--- src/rtl/daisy_seg_pkg.sv ---
package daisy_seg_pkg;

  localparam logic [1:0] ID_HEADER = 2'b01;
  localparam logic [1:0] ID_STATUS = 2'b11;

  typedef enum logic [1:0] {
    PH_SLOT    = 2'd0,
    PH_PREHDR  = 2'd1,
    PH_PAYLOAD = 2'd2
  } phase_e;

endpackage

--- src/rtl/dsd_pin_sampler.sv ---
module dsd_pin_sampler (
  input  logic clk,
  input  logic rst_n,
  input  logic sclk_pin,
  input  logic cs_n_pin,
  input  logic sdi_pin,
  output logic sdi_s,
  output logic sclk_rise,
  output logic sclk_fall,
  output logic frame_start,
  output logic frame_end
);

  logic sclk_s, cs_s, sdi_q;
  logic sclk_prev, cs_prev;
  logic active;

  // Pins are registered once, then compared with the previous sample.
  always_ff @(posedge clk or negedge rst_n) begin
    if (!rst_n) begin
      sclk_s    <= 1'b0;
      cs_s      <= 1'b1;
      sdi_q     <= 1'b0;
      sclk_prev <= 1'b0;
      cs_prev   <= 1'b1;
    end else begin
      sclk_s    <= sclk_pin;
      cs_s      <= cs_n_pin;
      sdi_q     <= sdi_pin;
      sclk_prev <= sclk_s;
      cs_prev   <= cs_s;
    end
  end

  // A clock edge seen together with the chip-select rise still counts.
  assign active      = ~cs_prev;
  assign sdi_s       = sdi_q;
  assign sclk_rise   = active & sclk_s & ~sclk_prev;
  assign sclk_fall   = active & ~sclk_s & sclk_prev;
  assign frame_start = ~cs_s & cs_prev;
  assign frame_end   = cs_s & ~cs_prev;

endmodule

--- src/rtl/dsd_shift_path.sv ---
module dsd_shift_path #(
  parameter int SEG_W   = 16,
  parameter int FAULT_W = 6
) (
  input  logic               clk,
  input  logic               rst_n,
  input  logic               frame_start,
  input  logic               frame_end,
  input  logic               sclk_rise,
  input  logic               sclk_fall,
  input  logic               sdi_s,
  input  logic [FAULT_W-1:0] fault,
  output logic               seg_done,
  output logic [SEG_W-1:0]   seg_word,
  output logic               aligned,
  output logic               sdo
);

  import daisy_seg_pkg::*;

  localparam int CNT_W = $clog2(SEG_W);
  localparam int PAD_W = SEG_W - 2 - FAULT_W;
  localparam logic [CNT_W-1:0] LAST_BIT = CNT_W'(SEG_W - 1);

  logic [SEG_W-1:0] shreg_q, shreg_n;
  logic [SEG_W-1:0] stat_q, stat_n;
  logic [CNT_W-1:0] cnt_q, cnt_n;
  logic             first_q, first_n;
  logic             sdo_q, sdo_n;
  logic             upd_en;
  logic [SEG_W-1:0] status_word;
  logic [CNT_W-1:0] stat_idx;

  assign status_word = {ID_STATUS, fault, {PAD_W{1'b0}}};
  assign stat_idx    = LAST_BIT - cnt_q;
  assign upd_en      = frame_start | frame_end | sclk_rise | sclk_fall;

  always_comb begin
    shreg_n = shreg_q;
    stat_n  = stat_q;
    cnt_n   = cnt_q;
    first_n = first_q;
    sdo_n   = sdo_q;
    if (frame_start) begin
      shreg_n = '0;
      stat_n  = status_word;
      cnt_n   = '0;
      first_n = 1'b1;
      sdo_n   = status_word[SEG_W-1];
    end else begin
      if (sclk_rise) begin
        shreg_n = {shreg_q[SEG_W-2:0], sdi_s};
        if (cnt_q == LAST_BIT) begin
          cnt_n   = '0;
          first_n = 1'b0;
        end else begin
          cnt_n = cnt_q + 1'b1;
        end
      end
      if (frame_end) begin
        sdo_n = 1'b0;
      end else if (sclk_fall) begin
        // Status word during the first segment, then the one-segment delay line.
        sdo_n = first_q ? stat_q[stat_idx] : shreg_q[SEG_W-1];
      end
    end
  end

  always_ff @(posedge clk or negedge rst_n) begin
    if (!rst_n) begin
      shreg_q <= '0;
      stat_q  <= '0;
      cnt_q   <= '0;
      first_q <= 1'b1;
      sdo_q   <= 1'b0;
    end else if (upd_en) begin
      shreg_q <= shreg_n;
      stat_q  <= stat_n;
      cnt_q   <= cnt_n;
      first_q <= first_n;
      sdo_q   <= sdo_n;
    end
  end

  assign seg_done = sclk_rise & (cnt_q == LAST_BIT);
  assign seg_word = {shreg_q[SEG_W-2:0], sdi_s};
  assign aligned  = (cnt_q == '0);
  assign sdo      = sdo_q;

endmodule

--- src/rtl/dsd_seg_track.sv ---
module dsd_seg_track #(
  parameter int SEG_W  = 16,
  parameter int LEN_W  = 13,
  parameter int PCNT_W = 15
) (
  input  logic              clk,
  input  logic              rst_n,
  input  logic              frame_start,
  input  logic              daisy_en,
  input  logic              seg_done,
  input  logic [SEG_W-1:0]  seg_word,
  output logic              mode,
  output logic              hdr_ok,
  output logic [PCNT_W-1:0] pay_cnt,
  output logic [LEN_W-1:0]  chain_len,
  output logic [SEG_W-1:0]  addr_word,
  output logic [SEG_W-1:0]  data_word
);

  import daisy_seg_pkg::*;

  phase_e            phase_q, phase_n;
  logic              mode_q, mode_n;
  logic              hdr_q, hdr_n;
  logic [PCNT_W-1:0] pay_q, pay_n;
  logic [LEN_W-1:0]  len_q, len_n;
  logic [SEG_W-1:0]  addr_q, addr_n;
  logic [SEG_W-1:0]  data_q, data_n;
  logic              take;
  logic              upd_en;
  logic [1:0]        seg_id;

  assign seg_id = seg_word[SEG_W-1:SEG_W-2];
  assign upd_en = frame_start | seg_done;

  always_comb begin
    phase_n = phase_q;
    mode_n  = mode_q;
    hdr_n   = hdr_q;
    pay_n   = pay_q;
    len_n   = len_q;
    addr_n  = addr_q;
    data_n  = data_q;
    take    = 1'b0;
    if (frame_start) begin
      phase_n = PH_SLOT;
      mode_n  = daisy_en;
      hdr_n   = 1'b0;
      pay_n   = '0;
    end else if (seg_done) begin
      case (phase_q)
        PH_SLOT: phase_n = mode_q ? PH_PREHDR : PH_PAYLOAD;
        PH_PREHDR: begin
          if (seg_id == ID_HEADER) begin
            hdr_n   = 1'b1;
            len_n   = seg_word[LEN_W-1:0];
            phase_n = PH_PAYLOAD;
          end else if (seg_id != ID_STATUS) begin
            phase_n = PH_PAYLOAD;
            take    = 1'b1;
          end
        end
        default: take = 1'b1;
      endcase
      if (take) begin
        if (pay_q != '1) pay_n = pay_q + 1'b1;
        addr_n = data_q;
        data_n = seg_word;
      end
    end
  end

  always_ff @(posedge clk or negedge rst_n) begin
    if (!rst_n) begin
      phase_q <= PH_SLOT;
      mode_q  <= 1'b0;
      hdr_q   <= 1'b0;
      pay_q   <= '0;
      len_q   <= '0;
      addr_q  <= '0;
      data_q  <= '0;
    end else if (upd_en) begin
      phase_q <= phase_n;
      mode_q  <= mode_n;
      hdr_q   <= hdr_n;
      pay_q   <= pay_n;
      len_q   <= len_n;
      addr_q  <= addr_n;
      data_q  <= data_n;
    end
  end

  assign mode      = mode_q;
  assign hdr_ok    = hdr_q;
  assign pay_cnt   = pay_q;
  assign chain_len = len_q;
  assign addr_word = addr_q;
  assign data_word = data_q;

endmodule

--- src/rtl/dsd_cmd_issue.sv ---
module dsd_cmd_issue #(
  parameter int SEG_W  = 16,
  parameter int LEN_W  = 13,
  parameter int PCNT_W = 15
) (
  input  logic              clk,
  input  logic              rst_n,
  input  logic              frame_end,
  input  logic              aligned,
  input  logic              mode,
  input  logic              hdr_ok,
  input  logic [PCNT_W-1:0] pay_cnt,
  input  logic [LEN_W-1:0]  chain_len,
  input  logic [SEG_W-1:0]  addr_word,
  input  logic [SEG_W-1:0]  data_word,
  output logic              wr_stb,
  output logic              rd_req,
  output logic              frame_err,
  output logic              seq_err,
  output logic [SEG_W-2:0]  cmd_addr,
  output logic [SEG_W-1:0]  cmd_data
);

  logic              end_q;
  logic              wr_q, wr_n, rd_q, rd_n, fe_q, fe_n, se_q, se_n;
  logic [SEG_W-2:0]  addr_q, addr_n;
  logic [SEG_W-1:0]  data_q, data_n;
  logic [PCNT_W-1:0] pay_limit;
  logic              daisy_ok, single_ok, frame_ok;

  assign pay_limit = PCNT_W'({chain_len, 1'b0});
  assign daisy_ok  = hdr_ok && (pay_cnt >= PCNT_W'(2)) && !pay_cnt[0] &&
                     (pay_cnt <= pay_limit);
  assign single_ok = (pay_cnt == PCNT_W'(2));
  assign frame_ok  = mode ? daisy_ok : single_ok;

  // Decision waits one cycle so a final clock edge seen with the
  // chip-select rise has already been shifted in.
  always_ff @(posedge clk or negedge rst_n) begin
    if (!rst_n) end_q <= 1'b0;
    else        end_q <= frame_end;
  end

  always_comb begin
    wr_n   = 1'b0;
    rd_n   = 1'b0;
    fe_n   = 1'b0;
    se_n   = 1'b0;
    addr_n = addr_q;
    data_n = data_q;
    if (end_q) begin
      if (!aligned) begin
        fe_n = 1'b1;
      end else if (frame_ok) begin
        rd_n   = addr_word[SEG_W-1];
        wr_n   = ~addr_word[SEG_W-1];
        addr_n = addr_word[SEG_W-2:0];
        data_n = data_word;
      end else begin
        se_n = 1'b1;
      end
    end
  end

  always_ff @(posedge clk or negedge rst_n) begin
    if (!rst_n) begin
      wr_q   <= 1'b0;
      rd_q   <= 1'b0;
      fe_q   <= 1'b0;
      se_q   <= 1'b0;
      addr_q <= '0;
      data_q <= '0;
    end else begin
      wr_q   <= wr_n;
      rd_q   <= rd_n;
      fe_q   <= fe_n;
      se_q   <= se_n;
      addr_q <= addr_n;
      data_q <= data_n;
    end
  end

  assign wr_stb    = wr_q;
  assign rd_req    = rd_q;
  assign frame_err = fe_q;
  assign seq_err   = se_q;
  assign cmd_addr  = addr_q;
  assign cmd_data  = data_q;

endmodule

--- src/rtl/daisy_seg_decoder.sv ---
module daisy_seg_decoder #(
  parameter int SEG_W   = 16,
  parameter int FAULT_W = 6,
  parameter int LEN_W   = 13
) (
  input  logic               clk,
  input  logic               rst_n,
  input  logic               daisy_en,
  input  logic [FAULT_W-1:0] fault_in,
  input  logic               spi_sclk,
  input  logic               spi_cs_n,
  input  logic               spi_mosi,
  output logic               spi_miso,
  output logic               wr_stb,
  output logic               rd_req,
  output logic [SEG_W-2:0]   cmd_addr,
  output logic [SEG_W-1:0]   cmd_data,
  output logic [LEN_W-1:0]   chain_len,
  output logic               frame_err,
  output logic               seq_err
);

  localparam int PCNT_W = LEN_W + 2;

  logic rst_meta, rst_sync_n;

  // Reset asserts at once and releases on a clock edge.
  always_ff @(posedge clk or negedge rst_n) begin
    if (!rst_n) begin
      rst_meta   <= 1'b0;
      rst_sync_n <= 1'b0;
    end else begin
      rst_meta   <= 1'b1;
      rst_sync_n <= rst_meta;
    end
  end

  logic              sdi_s, sclk_rise, sclk_fall, frame_start, frame_end;
  logic              seg_done, aligned;
  logic [SEG_W-1:0]  seg_word, addr_word, data_word;
  logic              mode, hdr_ok;
  logic [PCNT_W-1:0] pay_cnt;

  dsd_pin_sampler u_pins (
    .clk         (clk),
    .rst_n       (rst_sync_n),
    .sclk_pin    (spi_sclk),
    .cs_n_pin    (spi_cs_n),
    .sdi_pin     (spi_mosi),
    .sdi_s       (sdi_s),
    .sclk_rise   (sclk_rise),
    .sclk_fall   (sclk_fall),
    .frame_start (frame_start),
    .frame_end   (frame_end)
  );

  dsd_shift_path #(.SEG_W(SEG_W), .FAULT_W(FAULT_W)) u_shift (
    .clk         (clk),
    .rst_n       (rst_sync_n),
    .frame_start (frame_start),
    .frame_end   (frame_end),
    .sclk_rise   (sclk_rise),
    .sclk_fall   (sclk_fall),
    .sdi_s       (sdi_s),
    .fault       (fault_in),
    .seg_done    (seg_done),
    .seg_word    (seg_word),
    .aligned     (aligned),
    .sdo         (spi_miso)
  );

  dsd_seg_track #(.SEG_W(SEG_W), .LEN_W(LEN_W), .PCNT_W(PCNT_W)) u_track (
    .clk         (clk),
    .rst_n       (rst_sync_n),
    .frame_start (frame_start),
    .daisy_en    (daisy_en),
    .seg_done    (seg_done),
    .seg_word    (seg_word),
    .mode        (mode),
    .hdr_ok      (hdr_ok),
    .pay_cnt     (pay_cnt),
    .chain_len   (chain_len),
    .addr_word   (addr_word),
    .data_word   (data_word)
  );

  dsd_cmd_issue #(.SEG_W(SEG_W), .LEN_W(LEN_W), .PCNT_W(PCNT_W)) u_issue (
    .clk         (clk),
    .rst_n       (rst_sync_n),
    .frame_end   (frame_end),
    .aligned     (aligned),
    .mode        (mode),
    .hdr_ok      (hdr_ok),
    .pay_cnt     (pay_cnt),
    .chain_len   (chain_len),
    .addr_word   (addr_word),
    .data_word   (data_word),
    .wr_stb      (wr_stb),
    .rd_req      (rd_req),
    .frame_err   (frame_err),
    .seq_err     (seq_err),
    .cmd_addr    (cmd_addr),
    .cmd_data    (cmd_data)
  );

endmodule

--- config.mk ---
export PLATFORM = sky130hd
export DESIGN_NAME = daisy_seg_decoder
export DESIGN_NICKNAME = d
export VERILOG_FILES = /design/src/rtl/daisy_seg_pkg.sv /design/src/rtl/dsd_pin_sampler.sv /design/src/rtl/dsd_shift_path.sv /design/src/rtl/dsd_seg_track.sv /design/src/rtl/dsd_cmd_issue.sv /design/src/rtl/daisy_seg_decoder.sv
export SDC_FILE = /design/constraint.sdc
export NUM_CORES = 1
export LEC_CHECK = 0
export ABC_AREA = 1
export BUFFER_PORTS_ARGS = -buffer_cell sky130_fd_sc_hd__buf_4
export CAP_MARGIN = 20
export CORE_MARGIN = 2
export CORE_UTILIZATION = 59
export DETAILED_ROUTE_END_ITERATION = 8
export GPL_TIMING_DRIVEN = 0
export PLACE_DENSITY = 0.77
export RECOVER_POWER = 50
export SLEW_MARGIN = 20
export SYNTH_ARGS = -nofsm -noshare
export SYNTH_HDL_FRONTEND = slang
export SYNTH_SLANG_ARGS = --single-unit
--- constraint.sdc ---
create_clock -name clk -period 5.2 [get_ports clk]
set_clock_uncertainty 0.15 [all_clocks]
set_input_delay 0.26 -clock clk [delete_from_list [all_inputs] [get_ports clk]]
set_output_delay 0.26 -clock clk [all_outputs]
set_load 0.05 [all_outputs]
# Yosys cells after proc, flatten, opt, wreduce, memory -nomap -nowiden
# Cells that the tools add are included.
# op_classes
n_mux	45
eq_ne	7
reduce_logical	26
magnitude_cmp	3
addsub	3
bitwise	17
# ops
op	count
15-bit 2-to-1 mux	4
16-bit 2-to-1 mux	2
1-bit 2-to-1 mux	28
4-bit AND reduction	4
15-bit by 1-bit adder with 15-bit output, second input constant	1
15-bit by 2-bit == test with 1-bit output, second input constant	1
15-bit by 2-bit >= comparator with 1-bit output, second input constant	1
15-bit by 14-bit <= comparator with 1-bit output	1
15-bit != test, second input constant	1
2-bit nonzero test	7
4-bit 2-to-1 mux	3
2-bit 2-to-1 mux	5
2-bit AND reduction	4
1-bit bitwise AND	7
1-bit NOT	6
3-bit AND reduction	2
3-bit nonzero test	2
4-bit by 5-bit < comparator with 1-bit output, second input constant	1
5-bit AND reduction	1
4-bit by 1-bit adder with 4-bit output, second input constant	1
1-bit binary-select mux with 4-bit select	1
2-bit by 1-bit == test with 1-bit output, second input constant	2
4-bit == test, second input constant	1
4-bit logical NOT	1
other kinds (9)	14
# word_totals
wordCells	127
out_inout_bits	49
regBits	136
input_bits	12

# Logic depth before layout (Yosys ltp)
# Gate-level depths: netlist of run 1.
# depth
ltp_word	9
ltp_mapped	16
ltp_nobuf	15

# By module
# Synthesis of run 1 repeated with hierarchy kept, for this count alone.
# hier_totals
cells_unflattened	747
area_unflattened_um2	6406.1
# modules_own_cells
mod	cells_each	area_per_inst_um2	seq_area_each_um2	instances
dsd_seg_track	340	2881.5	1601.5	1
dsd_cmd_issue	237	1894.3	900.9	1
dsd_shift_path	154	1418.9	726.9	1
dsd_pin_sampler	13	157.7	127.6	1
daisy_seg_decoder	3	53.8	50.0	1

# Worst setup path after synthesis of run 1
# OpenSTA, ideal clock, no wires.
# synth_timing
kind	reg-to-reg
startpoint	register u_track.len_q[12] (netlist: u_track.chain_len[12])
endpoint	register u_issue.addr_q[0] (netlist: u_issue.cmd_addr[0])
required_ns	4.931
period_less_slack_ns	2.210
slack_ns	2.990
setup_time_ns	0.119
path_stages_with_launch	15
path_buffers	1
arrival_ns	1.941
cell_sequence	dfrtp_1 -> inv_1 -> ha_1 -> inv_1 -> nor2_1 -> nand3_1 -> nor2_1 -> nand3_1 -> nand2_1 -> nand2_1 -> nand2_2 -> nand2_2 -> buf_4 -> nand2_1 -> nand2_1
# synth_between
elab_chain_cells	4
# synth_lines
element	line	rtl
start, declared	dsd_seg_track.sv:26	logic [LEN_W-1:0] len_q, len_n;
start signal, assigned	dsd_seg_track.sv:87	len_q <= len_n;
15-bit by 14-bit <= comparator with 1-bit output	dsd_cmd_issue.sv:33	(pay_cnt <= pay_limit);
1-bit logical AND	dsd_cmd_issue.sv:32	assign daisy_ok = hdr_ok && (pay_cnt >= PCNT_W'(2)) && !pay_cnt[0] &&
1-bit 2-to-1 mux	dsd_cmd_issue.sv:35	assign frame_ok = mode ? daisy_ok : single_ok;
3-bit AND reduction (no line)	n/a	
end signal, assigned	dsd_cmd_issue.sv:78	addr_q <= addr_n;
end, declared	dsd_cmd_issue.sv:26	logic [SEG_W-2:0] addr_q, addr_n;
# Every way passes these cells.
# A chain may end at the register's enable or synchronous reset.

# Final worst setup path of run 1
# layout_timing
startpoint	register u_track.len_q[12] (netlist: u_track.chain_len[12])
endpoint	register u_issue.addr_q[4] (netlist: u_issue.cmd_addr[4])
# The elaborated chain is that of the path after synthesis.

==> results of run 1 <==
flip-flops by register name, indices dropped and copies added (netlist names), 2 cells and up:
register           flops
u_shift.cnt_q          4
u_shift.shreg_q       16
u_shift.stat_q         7
u_track.phase_q        2
u_issue.cmd_addr      15
u_track.chain_len     13
u_track.data_word     16
u_issue.cmd_data      16
u_track.pay_cnt       15
u_track.addr_word     16
layer usage:
layer,wire [um],global-route usage [%],share of wire (%)
met1,5620,32.7,42
met2,6860,44.7,52
met3,527,5.13,4.0
met4,308,11.1,2.3
met5,0,0,0
kinds of logic after synthesis:
logic type,count (synthesis),share of synthesized area (%)
other cells,1,0.0616
mux,15,2.90
flops,136,56.0
simple gates,301,21.8
fa+ha+maj,19,3.91
xor+xnor,5,0.720
buf+inv,97,6.62
compound gates,84,8.00
power groups by stage:
stage / clock network [mW] / logic, mW / registers, mW
after floorplan: 0 / 0.0957 / 1.16
after global placement: 0 / 0.146 / 1.15
after detailed placement: 0 / 0.172 / 1.14
after CTS: 1.23 / 0.186 / 1.12
after global routing: 1.29 / 0.202 / 1.13
final: 1.22 / 0.181 / 1.12
cells in the final DEF (no fill, tap or decap), drive strengths merged:
master / count
a21oi: 16
a31oi: 2
and3: 1
buf: 55
bufinv: 4
clkbuf: 49
clkinv: 8
clkinvlp: 1
conb: 1
dfrtp: 133
dfstp: 3
dlygate4sd3: 12
ha: 19
inv: 73
mux2: 15
nand2: 182
nand3: 56
nand4: 4
nor2: 43
nor3: 12
nor3b: 1
nor4: 1
o211ai: 1
o21a: 1
o21ai: 46
o22ai: 18
or2: 1
xnor2: 1
xor2: 4
worst paths after layout:
check                      slack [ns]                               to  cells after the start                               from
max                              2.85  u_issue.cmd_addr[4]$_DFFE_PN0P_                     13  u_track.chain_len[12]$_DFFE_PN0P_
min                              0.21             rst_sync_n$_DFF_PN0_                      0                 rst_meta$_DFF_PN0_
max reg2reg                      2.85  u_issue.cmd_addr[4]$_DFFE_PN0P_                     13  u_track.chain_len[12]$_DFFE_PN0P_
min reg2reg                      0.21             rst_sync_n$_DFF_PN0_                      0                 rst_meta$_DFF_PN0_
max in group asynchronous        3.57   u_track.pay_cnt[9]$_DFFE_PN0P_                      2               rst_sync_n$_DFF_PN0_
min in group asynchronous        0.24   u_shift.stat_q[13]$_DFFE_PN0P_                      0               rst_sync_n$_DFF_PN0_
critical path: cells and delay by family, from the launching register on:
| kind | cells | cell delay [ns] |
|---|---|---|
| buffers and inverters | 3 | 0.39 |
| adders and majority gates | 1 | 0.28 |
| and+or+nand+nor | 9 | 1.06 |
| DFF | 1 | 0.40 |
synth_stat cells (2+ instances only):
master    number
buf_4          6
mux2_4         2
xor2_1         4
a31oi_1        2
nand2_1      176
nand4_1        4
inv_1         68
clkbuf_1      11
a21oi_1       14
o21ai_2        4
buf_2          5
o21ai_0       42
nand3_1       52
nand2_2        5
nor2_4         4
dfstp_2        3
o22ai_1       17
mux2_2        13
ha_1          19
nor2_1        38
dfrtp_1      133
inv_2          4
nor3_1        10
nand3_2        4
what timing repair did:
item | 4_1_cts | 5_1_grt
resized for setup | 0 | 0
hold buffers | 12 | 0
hold endpoints to repair | 12 | 0
layout make-up:
cell class | count | area (um^2)
buffer | 24 | 126
clock buffer | 18 | 428
clock inverter | 13 | 179
fill | 751 | 2760
inverter | 73 | 277
multi-input combinational | 425 | 2270
sequential | 136 | 3410
tap | 136 | 170
timing repair buffer | 74 | 566
through the flow:
step | hold slack [ns] | worst slack (ns) | utilization, % | instance area, um^2
final | 0.206 | 2.85 | 72.9 | 7430
after global routing | 0.223 | 2.65 | 72.9 | 7430
after CTS | 0.0759 | 2.87 | 73.5 | 7490
after detailed placement | -0.104 | 2.96 | 66.4 | 6760
after global placement | -0.107 | -0.280 | 65.8 | 6700
after floorplan | -0.186 | 0.986 | - | 6080
==> summary.md, run 1 <==
| Metric | Value |
|---|---|
| Clock Tree Root | `clkbuf_8` |
| Fmax | `426 MHz` |
| Post-route insts no fill | `899` |
| H-Tree Depth | `4` |
| Cell Rows | `37` |
| Worst vdd ir | `0.218 mV` |
| Crit-path cells | `inv_1 > ha_1 > inv_1 > nor2_1 > nand3_1 > nor2_1 > nand3_1 > nand2_1 > nand2_1 > nand2_2 > buf_2 > nand3_1 > nand2_1` |
| Routed WL per cell | `14.8 um` |
| Sequential share of the synthesized area | `56.0%` |
| Number of DRC markers in iteration 0 | `271` |
| Core Area | `10200 um^2` |
| Critical Path RT | `5.51 ns` |
| Startpoint Class | `flip-flop` |
| Die Height | `106 um` |
| Final period util | `45.1%` |
| Largest area contributor in the netlist | `dfrtp_1` |
| Status | `completed` |
| Leakage | `3.72 nW` |
| Final wirelength | `13.3 mm` |
| P_sw | `0.591 mW` |
| Critical Path Max Stage Delay | `0.40 ns` |
| IO Pins | `61` |
| Largest net degree at the start of global routing | `60` |
| Crit Path Class | `flip-flop to flip-flop` |
| Syn_area_per_cell | `9.25 um^2` |
| Final setup violation count | `0` |
| CP max stage cell | `dfrtp_1` |
| DIE AREA | `11100 um^2` |
| Synth top area cells | `dfrtp_1, nand2_1, nand3_1` |
| Combinational share of power | `7.1%` |
| DRC | `0` |
| Die X | `106 um` |
| EDFF count, synth | `0` |
| Post-route setup TNS | `0 ns` |
| Mapped cell area | `6080 um^2` |
| P per Cell Area | `340 nW/um^2` |
| Drt first pass iters | `5` |
| Main synth FF type | `dfrtp_1` |
| Tmin final | `2.35 ns` |
| Gate Count Post-Synth | `658` |
| Netlist cell types | `42` |
| Power share of the clock group | `48.5%` |
| Vias | `4761` |
| Max Cap Viol | `0` |
| Clock Sinks | `136` |
| Via-per-instance ratio | `5.30` |
| Switch share | `23.4%` |
| Area share of the largest cell type after synthesis | `54.7%` |
| Overflow after GRT | `0` |
| Number of inserted diodes | `0` |
| Final Max Tran Viols | `0` |
| Port buffer count | `60` |
| Antenna violations before repair | `0` |
| Clock transition at the registers of the reported paths | `0.06 ns` |
| Placed cell count | `856` |
| Final HPWL from detailed placement | `9.25 mm` |
| Post-Syn Nets | `689` |
| Initial core utilization | `59.7%` |
| Hold Vio Cnt, Final | `0` |
| Crit path max fanout | `10` |
| Routed Antenna Nets | `0` |
| RSZ-0062 raised after global routing | `no` |
| Worst skew pair latency | `0.52 ns` |
| Tot GR Track Use | `26.2%` |
| Hold Path Class | `flip-flop to flip-flop` |
| Worst slew margin | `37.5%` |
| Post-CTS Setup Repair Bufs | `0` |
| Data arrival, critical path | `2.65 ns` |
| Gpl congestion | `0.872` |
| Total Power | `2.53 mW` |
| Layout cell share with drive strength beyond 1 | `17.7%` |
| Number of global-route vias before repair | `4870` |
| Yosys reg bits | `136` |
| Nets | `782` |
| Global-route wire length before repair | `23.0 mm` |
| Clock tree buffer depth | `2` |
| CTS buffer count | `17` |
| Flop pwr share | `44.4%` |
| Setup crit end kind | `flip-flop` |
| Total internal power | `1.93 mW` |
| Post-synth ARST share | `100%` |
| Worst slew pin tran | `0.937 ns` |
| Synth-to-Final Area Change | `22.1%` |
| TritonCTS clock tree | `yes` |
| YS warnings | `0` |
No activity file was read; power rests on OpenSTA's default activity.
==> inputs of run 2 (changes only) <==
clock period = 2.4 ns   (was 5.2 ns; I/O delays follow)
==> summary.md, run 2 (same netlist as run 1, synthesis figures left out) <==
| Metric | Value |
|---|---|
| Status | `finished with violations` |
| Failing checks | `max-capacitance violations, max-slew violations` |
| Overflow after GRT | `0` |
| DIE AREA | `11100 um^2` |
| P_sw | `1.31 mW` |
| Clock tree buffer depth | `2` |
| Max Cap Viol | `1` |
| Die Height | `106 um` |
| Port buffer count | `60` |
| Total internal power | `4.34 mW` |
| Register area | `3410 um^2` |
| Reg-to-reg startpoint | `u_pins.cs_prev$_DFF_PN1_` |
| CTS buffer count | `17` |
| Most frequent cells in the layout | `nand2_1, dfrtp_1, inv_1, nand3_1, buf_4` |
| Startpoint Class | `flip-flop` |
| Hold Path Sink | `u_pins.cs_s$_DFF_PN1_` |
| IO Pins | `61` |
| Nets | `783` |
| TritonCTS clock tree | `yes` |
| Critical Path Most Common Cell | `inv_2` |
| Clock Sinks | `136` |
| Number of global-route vias before repair | `4880` |
| Flop pwr share | `43.2%` |
| Setup crit end kind | `flip-flop` |
| Synth-to-Final Area Change | `22.8%` |
| Combinational share of power | `6.8%` |
| Tot GR Track Use | `25.8%` |
| Hold Vio Cnt, Final | `0` |
| Data arrival, critical path | `2.49 ns` |
| Number of DRC markers in iteration 0 | `262` |
| FF-to-FF path depth | `12` |
| Clock Tree Root | `clkbuf_8` |
| Routed Antenna Nets | `0` |
| Crit path max fanout | `10` |
| Global-route wire length before repair | `22.8 mm` |
| CP max stage cell | `dfstp_1` |
| Hold path cells | `2` |
| Area of the multi-input gates | `2280 um^2` |
| Leakage | `3.74 nW` |
| Cell Rows | `37` |
| Final period util | `92.3%` |
| Largest net degree at the start of global routing | `59` |
| Vias | `4825` |
| Hold wc startpoint | `spi_cs_n` |
| Switch share | `23.1%` |
| Final worst setup slack | `0.186 ns` |
| Crit-path cells | `ha_1 > buf_4 > inv_2 > o21ai_2 > inv_2 > a21oi_4 > nand2_2 > nor2_4 > buf_6 > nand3_1 > nand2_1 > nor2_1` |
| Fmax | `452 MHz` |
| Worst slew margin | `-14.3%` |
| Pre-CTS WS | `0.180 ns` |
| Final setup violation count | `0` |
| Die X | `106 um` |
| Routed WL per cell | `14.5 um` |
| Final HPWL from detailed placement | `9.19 mm` |
| Worst skew pair latency | `0.53 ns` |
| Gpl congestion | `0.875` |
| Worst vdd ir | `0.556 mV` |
| Antenna violations before repair | `0` |
| Initial core utilization | `59.7%` |
| Power share of the clock group | `50.0%` |
| DRC | `0` |
| Post-route setup TNS | `0 ns` |
| R2r endpoint | `u_track.pay_cnt[8]$_DFFE_PN0P_` |
| Drt first pass iters | `5` |
| Commonest non-fill, non-tap cell in the layout | `nand2_1` |
| P per Cell Area | `756 nW/um^2` |
| Final wirelength | `13.1 mm` |
| Final Max Tran Viols | `41` |
| Number of inserted diodes | `0` |
| Worst slew pin tran | `1.71 ns` |
| Critical Path Max Stage Delay | `0.56 ns` |
| Flop2flop setup slack | `0.19 ns` |
| Crit path buf inv count | `4` |
| Via-per-instance ratio | `5.36` |
| Crit path max-delay family | `flip-flops` |
| H-Tree Depth | `4` |
| Layout cell share with drive strength beyond 1 | `18.0%` |
| Critical Path RT | `2.67 ns` |
| Hold Path Class | `primary input to flip-flop` |
| Core Area | `10200 um^2` |
| Clock transition at the registers of the reported paths | `0.06 ns` |
| # fillers | `735` |
| Crit Path Class | `flip-flop to flip-flop` |
| Tmin final | `2.21 ns` |
| RSZ-0062 raised after global routing | `no` |
## run 2: cell count changes in the layout (fill, tap and decap cells not counted), moves of 2 or more
cell / change
buf_4: +2
clkinv_2: -3
clkinv_4: -3
inv_6: +2
## run 2: worst max path at each step
stage	slack (ns)	depth (start not counted)	from	to
6_report	0.19	12	u_pins.cs_prev$_DFF_PN1_	u_track.pay_cnt[8]$_DFFE_PN0P_
3_5_place_dp	0.18	13	u_track.chain_len[12]$_DFFE_PN0P_	u_issue.cmd_addr[6]$_DFFE_PN0P_
3_3_place_gp	0.21	13	u_track.chain_len[12]$_DFFE_PN0P_	u_issue.cmd_data[15]$_DFFE_PN0P_
2_1_floorplan	0.19	14	u_track.chain_len[12]$_DFFE_PN0P_	u_issue.cmd_addr[0]$_DFFE_PN0P_
5_1_grt	0.01	13	u_track.pay_cnt[13]$_DFFE_PN0P_	u_issue.cmd_addr[6]$_DFFE_PN0P_
4_1_cts	0.12	13	u_track.chain_len[12]$_DFFE_PN0P_	u_issue.cmd_data[15]$_DFFE_PN0P_
## run 2: final cells by class
class,instances,share of cell area [%]
Clock inverter,11,2.58
Sequential cell,136,45.6
Tap cell,136,2.28
Multi-Input combinational cell,425,30.5
Timing Repair Buffer,75,7.62
Clock buffer,21,6.01
Inverter,73,3.70
Buffer,24,1.73
## run 2: power by group through the flow
stage	clock network [mW]	logic, mW	registers (mW)
finish	2.82	0.386	2.44
CTS	2.84	0.391	2.44
floorplan	0	0.207	2.51
global placement	0	0.316	2.50
global route	2.95	0.432	2.45
detailed placement	0	0.365	2.48
## run 2: worst reg2reg max path, stage by stage, from the launching register on
cell and delay [ns]:
dfstp_1 0.56, ha_1 0.16, buf_4 0.18, inv_2 0.12, o21ai_2 0.08, inv_2 0.07
a21oi_4 0.15, nand2_2 0.12, nor2_4 0.16, buf_6 0.17, nand3_1 0.08, nand2_1 0.07
nor2_1 0.04
## run 2: per-layer routing
layer  track usage [%]  wire, um  share of wire (%)  vias to the layer above
met1              32.4      5530                 42                     2355
met2              45.0      6740                 52                      130
li1                  -         -                  -                     2321
met5                 0         0                  0                        -
met3              5.19       596                4.6                       19
met4              8.46       203                1.6                        0
## run 2: through the flow
| stage | power [mW] | std cells | instance area [um^2] | utilization [%] | hold slack, ns |
|---|---|---|---|---|---|
| 2_1_floorplan | 2.72 | 658 | 6090 | - | -0.326 |
| 3_3_place_gp | 2.82 | 854 | 6710 | 65.9 | -0.247 |
| 3_5_place_dp | 2.84 | 856 | 6760 | 66.3 | -0.246 |
| 4_1_cts | 5.68 | 900 | 7520 | 73.8 | 0.0743 |
| 5_1_grt | 5.84 | 901 | 7470 | 73.4 | 0.106 |
| 6_report | 5.65 | 901 | 7470 | 73.4 | 0.111 |
## run 2: what timing repair did
action	CTS	global route
gates resized for setup	0	3
endpoints found under the hold margin	12	0
setup buffers	0	1
hold buffers	12	0
setup endpoints to repair	0	26
==> inputs of run 3 (changes only) <==
BUFFER_PORTS_ARGS = unset   (was -buffer_cell sky130_fd_sc_hd__buf_4)
CORE_UTILIZATION = 40   (was 59)
CTS_CLUSTER_DIAMETER = 60   (was unset)
DONT_BUFFER_PORTS = 1   (was unset)
PLACE_DENSITY = 0.51   (was 0.77)
==> summary.md, run 3 (same netlist as run 1, synthesis figures left out) <==
| Metric | Value |
|---|---|
| Status | `completed` |
| Nets | `729` |
| Clock Sinks | `136` |
| Tot GR Track Use | `18.5%` |
| Register area | `3430 um^2` |
| Drt first pass iters | `4` |
| Number of inserted diodes | `0` |
| H-Tree Depth | `4` |
| Layout cell share with drive strength beyond 1 | `21.2%` |
| Worst skew pair latency | `0.42 ns` |
| Final wirelength | `14.1 mm` |
| Reg-to-reg startpoint | `u_track.chain_len[12]$_DFFE_PN0P_` |
| Final setup violation count | `0` |
| Hold path cells | `1` |
| # fillers | `1411` |
| Startpoint Class | `flip-flop` |
| CTS buffer count | `17` |
| IO Pins | `61` |
| Number of DRC markers in iteration 0 | `225` |
| Routed Antenna Nets | `0` |
| Most frequent cells in the layout | `nand2_1, dfrtp_1, inv_1, nand3_1, o21ai_0` |
| Clock Tree Root | `clkbuf_16` |
| Crit path max fanout | `6` |
| Critical Path Max Stage Delay | `0.56 ns` |
| DRC | `0` |
| Hold Vio Cnt, Final | `0` |
| Worst slew pin tran | `1.12 ns` |
| Placed cell count | `848` |
| Hold Path Sink | `u_pins.cs_s$_DFF_PN1_` |
| Area of the multi-input gates | `2480 um^2` |
| TritonCTS clock tree | `yes` |
| Largest net degree at the start of global routing | `49` |
| Data arrival, critical path | `2.48 ns` |
| Die X | `127 um` |
| Synth-to-Final Area Change | `21.0%` |
| Final period util | `96.9%` |
| Critical Path Most Common Cell | `nand2_2` |
| Worst slew margin | `25.2%` |
| Gpl congestion | `0.851` |
| Hold wc startpoint | `spi_cs_n` |
| Clock transition at the registers of the reported paths | `0.06 ns` |
| Core Area | `15000 um^2` |
| Tmin final | `2.33 ns` |
| Initial core utilization | `40.5%` |
| Setup crit end kind | `flip-flop` |
| Leakage | `3.52 nW` |
| Crit Path Class | `flip-flop to flip-flop` |
| P per Cell Area | `729 nW/um^2` |
| Critical Path RT | `2.56 ns` |
| Commonest non-fill, non-tap cell in the layout | `nand2_1` |
| Global-route wire length before repair | `23.5 mm` |
| Routed WL per cell | `15.6 um` |
| Flop2flop setup slack | `0.07 ns` |
| Fmax | `430 MHz` |
| Hold Path Class | `primary input to flip-flop` |
| Post-route insts no fill | `899` |
| FF-to-FF path depth | `15` |
| Overflow after GRT | `0` |
| Clock tree buffer depth | `2` |
| Max Cap Viol | `0` |
| Vias | `4509` |
| Final Max Tran Viols | `0` |
| Via-per-instance ratio | `5.02` |
| Antenna violations before repair | `0` |
| R2r endpoint | `u_issue.cmd_addr[12]$_DFFE_PN0P_` |
| CP max stage cell | `dfrtp_2` |
| Number of global-route vias before repair | `4611` |
| Port buffer count | `0` |
| Crit-path cells | `inv_2 > ha_4 > inv_2 > nor2_4 > nand3_2 > nor2_4 > nand2_2 > nand2_2 > nand2_2 > nand2_4 > nand2_8 > buf_6 > buf_4 > nand3_2 > nand2_1` |
| Die Height | `127 um` |
| Final HPWL from detailed placement | `9.94 mm` |
| DIE AREA | `16200 um^2` |
| Worst vdd ir | `0.478 mV` |
| RSZ-0062 raised after global routing | `yes` |
| Fin util | `49.0%` |
| Cell Rows | `45` |
[run 3: per-stage QoR]
stage | instance area [um^2] | setup WS [ns] | TNS (ns) | hold WS [ns] | power [mW]
detailed placement | 6380 | -0.308 | -9.15 | -0.326 | 2.82
floorplan | 6090 | 0.190 | 0 | -0.326 | 2.72
finish | 7360 | 0.0744 | 0 | 0.0936 | 5.36
global placement | 6320 | -0.241 | -7.28 | -0.326 | 2.80
global route | 7360 | -0.0478 | -0.902 | 0.0815 | 5.57
CTS | 7110 | -0.00737 | -0.0248 | 0.0775 | 5.42
[run 3: worst max-delay path by stage]
stage / startpoint / end / slack [ns]
3_3_place_gp: u_track.chain_len[12]$_DFFE_PN0P_ / u_issue.cmd_data[4]$_DFFE_PN0P_ / -0.24
4_1_cts: u_track.chain_len[12]$_DFFE_PN0P_ / u_issue.cmd_data[4]$_DFFE_PN0P_ / -0.007
3_5_place_dp: u_track.chain_len[12]$_DFFE_PN0P_ / u_issue.cmd_data[12]$_DFFE_PN0P_ / -0.31
5_1_grt: u_track.chain_len[8]$_DFFE_PN0P_ / u_issue.cmd_addr[10]$_DFFE_PN0P_ / -0.05
6_report: u_track.chain_len[12]$_DFFE_PN0P_ / u_issue.cmd_addr[12]$_DFFE_PN0P_ / 0.07
2_1_floorplan: u_track.chain_len[12]$_DFFE_PN0P_ / u_issue.cmd_addr[0]$_DFFE_PN0P_ / 0.19
[run 3: worst max-delay path: cells and delay by family (launching register included)]
| kind | cells | cell delay (ns) |
|---|---|---|
| buf+inv | 4 | 0.39 |
| fa+ha+maj | 1 | 0.27 |
| flops | 1 | 0.56 |
| simple gates | 10 | 0.83 |
[run 3: routing by layer]
layer	share of wire [%]	GRT usage, %	wire length, um
met1	44	22.9	6200
met4	2.7	7.56	386
met3	3.7	5.03	524
met5	0	0	0
met2	49	30.6	6950
[run 3: area by class of cell]
class / count / share of cell area, %
repair buffers: 20 / 2.89
flip-flops and latches: 136 / 46.5
clock inverters: 12 / 1.70
well taps: 188 / 3.20
multi-input cells: 426 / 33.7
inverters: 73 / 3.76
plain buffers: 24 / 2.02
clock buffers: 20 / 6.21
[run 3: report_power, final]
part | switching (mW) | internal (mW)
combinational | 0.224 | 0.108
sequential | 0.101 | 2.37
clock | 0.986 | 1.58
total | 1.31 | 4.05
[run 3: repair_timing]
| item | 4_1_cts | 5_1_grt |
|---|---|---|
| resized for setup | 13 | 62 |
| pin swaps | 0 | 19 |
| endpoints found under the hold margin | 12 | 0 |
| setup buffers | 1 | 2 |
| endpoints found under the setup margin | 34 | 34 |
| hold buffers | 12 | 0 |
| gates cloned | 0 | 4 |
